$ cat src/rtl/hist_csr_pkg.sv
package hist_csr_pkg;
  // parameter words
  localparam logic [15:0] A_ID      = 16'h0000;
  localparam logic [15:0] A_VER     = 16'h0004;
  localparam logic [15:0] A_LITE    = 16'h0008;
  localparam logic [15:0] A_DBG     = 16'h000C;
  localparam logic [15:0] A_BPS_I   = 16'h0010;
  localparam logic [15:0] A_BPS_O   = 16'h0014;
  localparam logic [15:0] A_COL_I   = 16'h0018;
  localparam logic [15:0] A_COL_O   = 16'h001C;
  localparam logic [15:0] A_PIP     = 16'h0020;
  localparam logic [15:0] A_MAXW    = 16'h0024;
  localparam logic [15:0] A_MAXH    = 16'h0028;
  localparam logic [15:0] A_NBIN    = 16'h002C;
  // control and status words
  localparam logic [15:0] A_WIDTH   = 16'h0120;
  localparam logic [15:0] A_HEIGHT  = 16'h0124;
  localparam logic [15:0] A_STATUS  = 16'h0140;
  localparam logic [15:0] A_FSTAT   = 16'h0144;
  localparam logic [15:0] A_COMMIT  = 16'h0148;
  localparam logic [15:0] A_CTRL    = 16'h014C;
  localparam logic [15:0] A_ROI0    = 16'h0150;  // x0, y0, x1, y1 in consecutive words
  localparam int          NUM_ROI   = 4;
  localparam logic [15:0] A_BIN0    = 16'h0200;

  localparam logic [31:0] ID_WORD   = 32'h6FA7_017B;

  localparam int ST_RUN    = 0;
  localparam int ST_PEND   = 1;
  localparam int ST_FROZEN = 2;
  localparam int CTRL_FRZ  = 31;

  typedef enum logic [1:0] {
    FZ_IDLE   = 2'd0,
    FZ_SAMPLE = 2'd1,
    FZ_HOLD   = 2'd2
  } fz_state_t;
endpackage

$ cat src/rtl/hist_csr_params.sv
module hist_csr_params #(
  parameter int VERSION  = 32'h0001_0000,
  parameter int DEBUG_EN = 1,
  parameter int BPS      = 10,
  parameter int NCOL     = 3,
  parameter int PIP      = 1,
  parameter int MAX_W    = 1920,
  parameter int MAX_H    = 1080,
  parameter int BINS     = 64
) (
  input  logic [15:0] addr,
  output logic        hit,
  output logic [31:0] data
);
  import hist_csr_pkg::*;

  always_comb begin
    hit  = 1'b1;
    data = '0;
    case (addr)
      A_ID:    data = ID_WORD;
      A_VER:   data = 32'(VERSION);
      A_LITE:  data = 32'd1;
      A_DBG:   data = 32'(DEBUG_EN != 0);
      A_BPS_I: data = 32'(BPS);
      A_BPS_O: data = 32'(BPS);
      A_COL_I: data = 32'(NCOL);
      A_COL_O: data = 32'(NCOL);
      A_PIP:   data = 32'(PIP);
      A_MAXW:  data = 32'(MAX_W);
      A_MAXH:  data = 32'(MAX_H);
      A_NBIN:  data = 32'(BINS);
      default: hit = 1'b0;
    endcase
  end
endmodule

$ cat src/rtl/hist_csr_stage.sv
module hist_csr_stage #(
  parameter int POS_W = 16,
  parameter int N     = 4
) (
  input  logic                     clk,
  input  logic                     rst,
  input  logic [N-1:0]             wr_sel,
  input  logic [POS_W-1:0]         wr_val,
  input  logic                     commit_wr,
  input  logic                     sof,
  output logic [N-1:0][POS_W-1:0]  staged,
  output logic [N-1:0][POS_W-1:0]  active,
  output logic                     pending,
  output logic                     applied
);
  logic apply;
  assign apply = pending & sof;

  always_ff @(posedge clk) begin
    if (rst) begin
      staged <= '0;
      active <= '0;
    end else begin
      for (int i = 0; i < N; i++) begin
        if (wr_sel[i]) staged[i] <= wr_val;
        if (apply)     active[i] <= staged[i];
      end
    end
  end

  always_ff @(posedge clk) begin
    if (rst) begin
      pending <= 1'b0;
      applied <= 1'b0;
    end else begin
      pending <= commit_wr | (pending & ~sof);
      applied <= apply;
    end
  end
endmodule

$ cat src/rtl/hist_csr_freeze.sv
module hist_csr_freeze (
  input  logic clk,
  input  logic rst,
  input  logic req,
  input  logic done,
  output logic sample_req,
  output logic frozen
);
  import hist_csr_pkg::*;

  fz_state_t st;

  always_ff @(posedge clk) begin
    if (rst) begin
      st     <= FZ_IDLE;
      frozen <= 1'b0;
    end else begin
      case (st)
        FZ_IDLE: if (req) begin
          st     <= FZ_SAMPLE;
          frozen <= 1'b0;
        end
        FZ_SAMPLE: if (done) begin
          st     <= FZ_HOLD;
          frozen <= 1'b1;
        end
        FZ_HOLD: if (!req) st <= FZ_IDLE;
        default: st <= FZ_IDLE;
      endcase
    end
  end

  assign sample_req = (st == FZ_SAMPLE);
endmodule

$ cat src/rtl/hist_csr_bank.sv
module hist_csr_bank #(
  parameter int ADDR_W   = 12,
  parameter int BINS     = 64,
  parameter int VERSION  = 32'h0001_0000,
  parameter int DEBUG_EN = 1,
  parameter int BPS      = 10,
  parameter int NCOL     = 3,
  parameter int PIP      = 1,
  parameter int MAX_W    = 1920,
  parameter int MAX_H    = 1080
) (
  input  logic                     clk,
  input  logic                     rst,
  input  logic [ADDR_W-1:0]        bus_addr,
  input  logic [31:0]              bus_wdata,
  input  logic                     bus_we,
  input  logic                     bus_re,
  output logic [31:0]              bus_rdata,
  output logic                     bus_rvalid,
  input  logic                     eng_busy,
  input  logic                     eng_sof,
  input  logic                     eng_sample_done,
  input  logic [7:0]               eng_checksum,
  output logic [$clog2(BINS)-1:0]  bin_idx,
  output logic                     frame_bin_rd,
  output logic                     roi_bin_rd,
  input  logic [31:0]              frame_bin_data,
  input  logic [31:0]              roi_bin_data,
  output logic [15:0]              frame_w,
  output logic [15:0]              frame_h,
  output logic [15:0]              roi_x0,
  output logic [15:0]              roi_y0,
  output logic [15:0]              roi_x1,
  output logic [15:0]              roi_y1,
  output logic                     sample_req,
  output logic                     stats_frozen,
  output logic                     commit_pulse
);
  import hist_csr_pkg::*;

  localparam int          BIN_W   = $clog2(BINS);
  localparam int          POS_W   = 16;
  localparam logic [15:0] WIN_SPAN = 16'(4 * BINS);
  localparam logic [15:0] FRM_LO  = A_BIN0;
  localparam logic [15:0] ROI_LO  = A_BIN0 + WIN_SPAN;
  localparam logic [15:0] ROI_HI  = ROI_LO + WIN_SPAN;

  logic [15:0] a16;
  assign a16 = 16'(bus_addr);

  logic unused_wdata;
  assign unused_wdata = ^bus_wdata[30:16];

  // ---------------- write decode ----------------
  logic [NUM_ROI-1:0] roi_wr;
  for (genvar g = 0; g < NUM_ROI; g++) begin : g_roi_dec
    assign roi_wr[g] = bus_we && (a16 == A_ROI0 + 16'(4 * g));
  end

  logic commit_wr;
  assign commit_wr = bus_we && (a16 == A_COMMIT);

  // ---------------- immediate registers ----------------
  logic freeze_q;
  always_ff @(posedge clk) begin
    if (rst) begin
      frame_w  <= '0;
      frame_h  <= '0;
      freeze_q <= 1'b0;
    end else if (bus_we) begin
      if (a16 == A_WIDTH)  frame_w  <= bus_wdata[POS_W-1:0];
      if (a16 == A_HEIGHT) frame_h  <= bus_wdata[POS_W-1:0];
      if (a16 == A_CTRL)   freeze_q <= bus_wdata[CTRL_FRZ];
    end
  end

  // ---------------- staged ROI ----------------
  logic [NUM_ROI-1:0][POS_W-1:0] roi_stg;
  logic [NUM_ROI-1:0][POS_W-1:0] roi_act;
  logic                          commit_pend;

  hist_csr_stage #(.POS_W(POS_W), .N(NUM_ROI)) i_stage (
    .clk       (clk),
    .rst       (rst),
    .wr_sel    (roi_wr),
    .wr_val    (bus_wdata[POS_W-1:0]),
    .commit_wr (commit_wr),
    .sof       (eng_sof),
    .staged    (roi_stg),
    .active    (roi_act),
    .pending   (commit_pend),
    .applied   (commit_pulse)
  );

  assign roi_x0 = roi_act[0];
  assign roi_y0 = roi_act[1];
  assign roi_x1 = roi_act[2];
  assign roi_y1 = roi_act[3];

  // ---------------- freeze handshake ----------------
  hist_csr_freeze i_freeze (
    .clk        (clk),
    .rst        (rst),
    .req        (freeze_q),
    .done       (eng_sample_done),
    .sample_req (sample_req),
    .frozen     (stats_frozen)
  );

  // ---------------- parameter words ----------------
  logic        par_hit;
  logic [31:0] par_data;

  hist_csr_params #(
    .VERSION (VERSION), .DEBUG_EN(DEBUG_EN), .BPS(BPS), .NCOL(NCOL),
    .PIP     (PIP),     .MAX_W   (MAX_W),    .MAX_H(MAX_H), .BINS(BINS)
  ) i_params (
    .addr (a16),
    .hit  (par_hit),
    .data (par_data)
  );

  // ---------------- statistics window routing ----------------
  logic in_frm, in_roi;
  assign in_frm = (a16 >= FRM_LO) && (a16 < ROI_LO);
  assign in_roi = (a16 >= ROI_LO) && (a16 < ROI_HI);

  logic [15:0] frm_off, roi_off;
  assign frm_off = (a16 - FRM_LO) >> 2;
  assign roi_off = (a16 - ROI_LO) >> 2;

  logic unused_off;
  assign unused_off = ^{frm_off[15:BIN_W], roi_off[15:BIN_W]};

  assign bin_idx      = in_roi ? roi_off[BIN_W-1:0] : frm_off[BIN_W-1:0];
  assign frame_bin_rd = bus_re && in_frm;
  assign roi_bin_rd   = bus_re && in_roi;

  // ---------------- register read mux ----------------
  logic [31:0] csr_rd;
  always_comb begin
    csr_rd = '0;
    if (par_hit) begin
      csr_rd = par_data;
    end else begin
      case (a16)
        A_WIDTH:  csr_rd = {16'd0, frame_w};
        A_HEIGHT: csr_rd = {16'd0, frame_h};
        A_STATUS: begin
          csr_rd[ST_RUN]    = eng_busy;
          csr_rd[ST_PEND]   = commit_pend;
          csr_rd[ST_FROZEN] = stats_frozen;
        end
        A_FSTAT:  csr_rd = {24'd0, eng_checksum};
        A_CTRL:   csr_rd[CTRL_FRZ] = freeze_q;
        default: begin
          for (int i = 0; i < NUM_ROI; i++)
            if (a16 == A_ROI0 + 16'(4 * i)) csr_rd = {16'd0, roi_stg[i]};
        end
      endcase
    end
  end

  logic        rvalid_q, sel_frm_q, sel_roi_q;
  logic [31:0] csr_q;
  always_ff @(posedge clk) begin
    if (rst) begin
      rvalid_q  <= 1'b0;
      sel_frm_q <= 1'b0;
      sel_roi_q <= 1'b0;
      csr_q     <= '0;
    end else begin
      rvalid_q  <= bus_re;
      sel_frm_q <= frame_bin_rd;
      sel_roi_q <= roi_bin_rd;
      if (bus_re) csr_q <= csr_rd;
    end
  end

  assign bus_rvalid = rvalid_q;
  assign bus_rdata  = sel_frm_q ? frame_bin_data :
                      sel_roi_q ? roi_bin_data   : csr_q;
endmodule

$ cat config.mk
export PLATFORM = sky130hd
export DESIGN_NAME = hist_csr_bank
export DESIGN_NICKNAME = d
export VERILOG_FILES = /design/src/rtl/hist_csr_pkg.sv /design/src/rtl/hist_csr_params.sv /design/src/rtl/hist_csr_stage.sv /design/src/rtl/hist_csr_freeze.sv /design/src/rtl/hist_csr_bank.sv
export SDC_FILE = /design/constraint.sdc
export NUM_CORES = 1
export LEC_CHECK = 0
export BUFFER_PORTS_ARGS = -buffer_cell sky130_fd_sc_hd__buf_2
export CORE_UTILIZATION = 45
export DETAILED_ROUTE_END_ITERATION = 8
export MAX_ROUTING_LAYER = met4
export PLACE_DENSITY = 0.81
export SYNTH_ARGS = -nofsm -noshare
export SYNTH_HDL_FRONTEND = slang
export SYNTH_HIERARCHICAL = 1
export SYNTH_SLANG_ARGS = --single-unit
$ cat constraint.sdc
create_clock -name clk -period 3.2 [get_ports clk]
set_input_delay 0.64 -clock clk [delete_from_list [all_inputs] [get_ports clk]]
set_output_delay 0.64 -clock clk [all_outputs]
set_load 0.02 [all_outputs]
; ---- Yosys cells after proc, flatten, opt, wreduce, memory -nomap -nowiden
; Cells that the tools add are included.
[word_totals]
ff_bits = 201
inputBits = 123
output_inout_bits = 140
wordCells = 98
[op_classes]
add_sub_neg = 2
order_cmp = 4
eq_ne = 26
mux = 20
bitwise = 4
n_reduce_logical = 23
[op_table]
columns = cell, count
row1 = $pmux 31 s8, 1
row2 = $mux 32, 6
row3 = $eq 12x9->1 const B, 10
row4 = $pmux 28 s4, 1
row5 = $eq 12x5->1 const B, 4
row6 = $eq 12x6->1 const B, 4
row7 = $eq 12x4->1 const B, 2
row8 = $ge 12x10->1 const B, 2
row9 = $logic_not 16->1, 1
row10 = $mux 16, 1
row11 = $sub 8x1->8 const B, 2
row12 = $pmux 3 s5, 1
row13 = $eq 12x3->1 const B, 1
row14 = $lt 12x10->1 const B, 1
row15 = $lt 12x11->1 const B, 1
row16 = $reduce_or 12->1, 1
row17 = $logic_and 1x1->1, 9
row18 = $mux 2, 3
row19 = $mux 6, 1
row20 = $ne 2x2->1 const B, 3
row21 = $pmux 2 s3, 1
row22 = $reduce_and 2->1, 3
row23 = $reduce_and 3->1, 2
row24 = $reduce_or 2->1, 3
row25 = 11 further kinds, 15

; ---- Longest topological paths before layout
[logic_depth]
depth_word = 7
ltp_mapped = 9
depth_no_buf = 6

; ---- Hierarchy
; Netlist, hierarchy kept.
[modules_own_cells]
columns = mod, instances, cells_each, area_per_inst_um2, seq_area_each_um2
row1 = hist_csr_stage, 1, 505, 5084.9, 2602.5
row2 = hist_csr_bank, 1, 498, 4187.8, 1361.3
row3 = hist_csr_params, 1, 59, 391.6, 0.0
row4 = hist_csr_freeze, 1, 14, 138.9, 60.1

; ---- Worst setup path before layout
; Ideal clock, no wire load.
[synth_timing]
kind = input to register
start = input port bus_addr[1]
end = register i_stage/staged[37] in the netlist's numbering
setup_time_ps = 117
arrival_ps = 2476
required_time_ps = 3083
slack_ps = 607
stages = 9
path_buffers = 4
path_cell_list = or3b_2 clkbuf_1 clkbuf_1 or2_2 nor2_1 buf_4 buf_4 mux2i_1 nor2_1
[synth_between]
elab_chain_cells = 2
[synth_rtl]
columns = item, line
row1 = from (decl), hist_csr_bank.sv:14  ; input logic [ADDR_W-1:0] bus_addr,
row2 = $eq 12x9->1, hist_csr_bank.sv:57  ; assign roi_wr[g] = bus_we && (a16 == A_ROI0 + 16'(4 * g));
row3 = $logic_and 1x1->1, hist_csr_bank.sv:57
row4 = net roi_wr[2], hist_csr_bank.sv:55  ; logic [NUM_ROI-1:0] roi_wr;
row5 = "to (signal, indexed assignment)", hist_csr_stage.sv:25  ; if (wr_sel[i]) staged[i] <= wr_val;
row6 = to (decl), hist_csr_stage.sv:11  ; output logic [N-1:0][POS_W-1:0] staged,
; The timed path passes the listed nets, and every way through them passes these cells.
; A chain may end at the register's enable or synchronous reset.

; ---- Worst setup path in the final report
[layout_timing]
start = register sel_roi_q
end = output port bus_rdata[13]
[layout_between]
elab_chain_cells = 2
[layout_rtl]
columns = item, line
row1 = from (decl), hist_csr_bank.sv:164  ; logic rvalid_q, sel_frm_q, sel_roi_q;
row2 = from (signal assigned), hist_csr_bank.sv:175  ; sel_roi_q <= roi_bin_rd;
row3 = $mux 32, hist_csr_bank.sv:182  ; sel_roi_q ? roi_bin_data : csr_q;
row4 = $mux 32, hist_csr_bank.sv:181  ; assign bus_rdata = sel_frm_q ? frame_bin_data :
row5 = to (decl), hist_csr_bank.sv:18  ; output logic [31:0] bus_rdata,
; No other way between the ends.

==> impl_metrics.env <==
export IMPL_ant_nets=0
export IMPL_drtPass1Iterations=5
export IMPL_critPathLaunchType="flip-flop"
export IMPL_ioPinCount=263
export IMPL_slowest_stage="dfxtp_2"
export IMPL_yosys_area_top_type="dfxtp_1"
export IMPL_fin_hold_ws_ps=382.8
export IMPL_drt_iter0_drc=631
export IMPL_ys_top_cells_by_count="201 x dfxtp_1, 150 x mux2i_1, 145 x nor2_1, 68 x a21oi_1, 67 x nand3_1"
export IMPL_crit_family="flip-flops"
export IMPL_hp_class="input pin to flip-flop"
export IMPL_cts_tree="built"
export IMPL_area_growth_pct=20.52
export IMPL_fp_row_count=53
export IMPL_worstSetupPathType="flip-flop to output port"
export IMPL_maxSlewHeadroom_pct=27.26
export IMPL_worstPathArrival_ps=1990
export IMPL_hold_buffers=0
export IMPL_setup_tns_final_ps=0
export IMPL_final_max_slew_violation_count=0
export IMPL_drcViolationCount=0
export IMPL_cts_buffers_inserted=22
export IMPL_clk_pin_slew_worst_paths_ps=60
export IMPL_cts_resized=0
export IMPL_die_h_um=149.6
export IMPL_min_period_ps=2634
export IMPL_ys_seq_elements=201
export IMPL_die_area_mm2=0.02238
export IMPL_overflow=0
export IMPL_path_depth=4
export IMPL_avgViaCountPerCell=5.573
export IMPL_pwr_share_comb_pct=5.7
export IMPL_tightestPinTransition_ps=1090
export IMPL_setup_violations=0
export IMPL_post_cts_buffers=0
export IMPL_grt_max_degree=83
export IMPL_yosysMostFrequentCell="dfxtp_1"
export IMPL_placedCellCount=1511
export IMPL_synthFlopType="dfxtp_1"
export IMPL_fin_util_pct=55.68
export IMPL_die_w_um=149.6
export IMPL_powerDensity_mw_per_mm2=474.8
export IMPL_p_leak_nw=4.773
export IMPL_antenna_found_initial=1
export IMPL_min_period_over_period_pct=82.30
export IMPL_async_reset_ff_share_pct=0
export IMPL_critPathCaptureType="output port"
export IMPL_synth_top_cells_by_area="dfxtp_1 41%, mux2i_1 15%, nor2_1 5.6%"
export IMPL_drive_gt1_share_pct=30.33
export IMPL_reg2reg_depth=3
export IMPL_syn_area_mm2=0.009803
export IMPL_yosys_area_top_type_share_pct=41.05
export IMPL_critical_path_buf_inv_count=2
export IMPL_hold_depth=2
export IMPL_fmax_mhz=379.7
export IMPL_clockPowerShare_pct=49.7
export IMPL_routed_wl_um=29070
export IMPL_track_usage_pct=25.76
export IMPL_cts_sinks=201
export IMPL_cap_violations=0
export IMPL_hold_viol=0
export IMPL_postSynthAreaPerCell_um2=9.111
export IMPL_worstPathMaxFanout=18
export IMPL_initial_core_util_pct=46.20
export IMPL_nets=1383
export IMPL_rsz0062_at_grt="false"
export IMPL_insertion_delay_ps=510
export IMPL_wl_per_cell_um=18.73
export IMPL_synthCells=1076
export IMPL_p_int_w=0.004347
export IMPL_synthDistinctLibCells=49
export IMPL_seqPwrFrac_pct=44.7
export IMPL_total_power_w=0.005610
export IMPL_path_cells="buf_4, mux2i_1, o21ai_0, buf_2"
export IMPL_skew_ps=20.24
export IMPL_grt_pass1_wl_um=43240
export IMPL_ys_seq_area_share_pct=41.05
export IMPL_htreeDepth=1
export IMPL_first_global_vias=7923
export IMPL_vias=8649
export IMPL_core_region_area_mm2=0.02122
export IMPL_finalNonFillerCells=1552
export IMPL_critPathMaxStageDelay_ps=680
export IMPL_dp_hpwl_um=20600
export IMPL_gp_congestion=0.8242
export IMPL_vdd_ir_drop_max_uv=420.0
export IMPL_clk_path_buf_depth=3
export IMPL_synth_edff_count=0
export IMPL_root_buffer="clkbuf_16"
export IMPL_yosys_warnings=6
export IMPL_outcome="complete, no violations"
export IMPL_worstPathRequired_ps=2560
export IMPL_portBuffers=247
export IMPL_p_switching_w=0.001263
export IMPL_switching_share_pct=22.51
logic make-up after synthesis:
family,count (synthesis),synth area share (%)
compound gates,270,19.73
xor+xnor,3,0.2681
buf+inv,141,8.041
flops,201,41.05
mux,163,16.81
other cells,2,0.07661
simple gates,296,14.03
power by group through the flow:
stage          logic [W]  clock network (W)  registers [W]
6_report        0.000318            0.00279        0.00250
5_1_grt         0.000339            0.00294        0.00250
4_1_cts         0.000312            0.00283        0.00250
3_5_place_dp    0.000311                  0        0.00256
3_3_place_gp    0.000308                  0        0.00256
2_1_floorplan   0.000183                  0        0.00256
cell type report:
cell class,count,area [um2]
Fill cell,1894,9405
Multi-Input combinational cell,747,5057
Sequential cell,201,4030
Timing Repair Buffer,280,1543
Clock buffer,32,690.7
Tap cell,275,344.1
Clock inverter,8,117.6
Inverter,8,30.03
Antenna cell,1,2.502
routing by layer:
metal | global-route usage, % | part of all wire (%)
met1 | 30.81 | 42
met2 | 43.01 | 48
met3 | 4.665 | 6.9
met4 | 9.439 | 3.6
met5 | - | 0
through the flow:
step	setup WS (ps)	instance area (um2)
after floorplan	607.1	9852
after global routing	479.8	11820
after CTS	545.5	11810
final	566.4	11820
after detailed placement	453.8	11000
after global placement	496.7	11000
state kept, by name (all words and copies together) (netlist names), 2 cells and up:
register,count
frame_w,16
i_stage/active,64
i_freeze/st,2
frame_h,16
i_stage/staged,64
csr_q,32
final timing paths:
path,start,endpoint,slack (ps)
worst max-delay path,sel_roi_q$_SDFF_PP0_,bus_rdata[13],570
worst min-delay path,eng_sample_done,i_freeze/st[0]$_SDFFE_PP0P_,380
worst max register to register,i_stage/pending$_SDFF_PP0_,i_stage/active[44]$_SDFFE_PP0P_,1640
worst min register to register,i_stage/staged[22]$_SDFFE_PP0P_,i_stage/active[22]$_SDFFE_PP0P_,470
cell usage in the layout, fill, tap and decap left out, types with 3 or more instances in the layout:
cell and instances:
clkbuf_8 6, nand3b_1 4, clkbuf_16 24, buf_4 30
nor3_1 9, a21bo_2 33, inv_1 8, a21bo_1 32
o21ai_0 33, mux2i_1 150, a211oi_1 16, dfxtp_1 198
clkinv_2 4, nand2_1 38, a221oi_1 16, nor4_1 4
o211ai_1 12, o22ai_1 34, a32oi_1 4, nor2_1 144
buf_2 245, mux2_2 13, buf_12 4, nand3_1 67
bufinv_16 3, nand2b_1 4, a22oi_1 15, or2_2 6
nor3_2 3, conb_1 15, or4b_1 3, a21oi_1 68
Power figures use the tool's default switching activity.
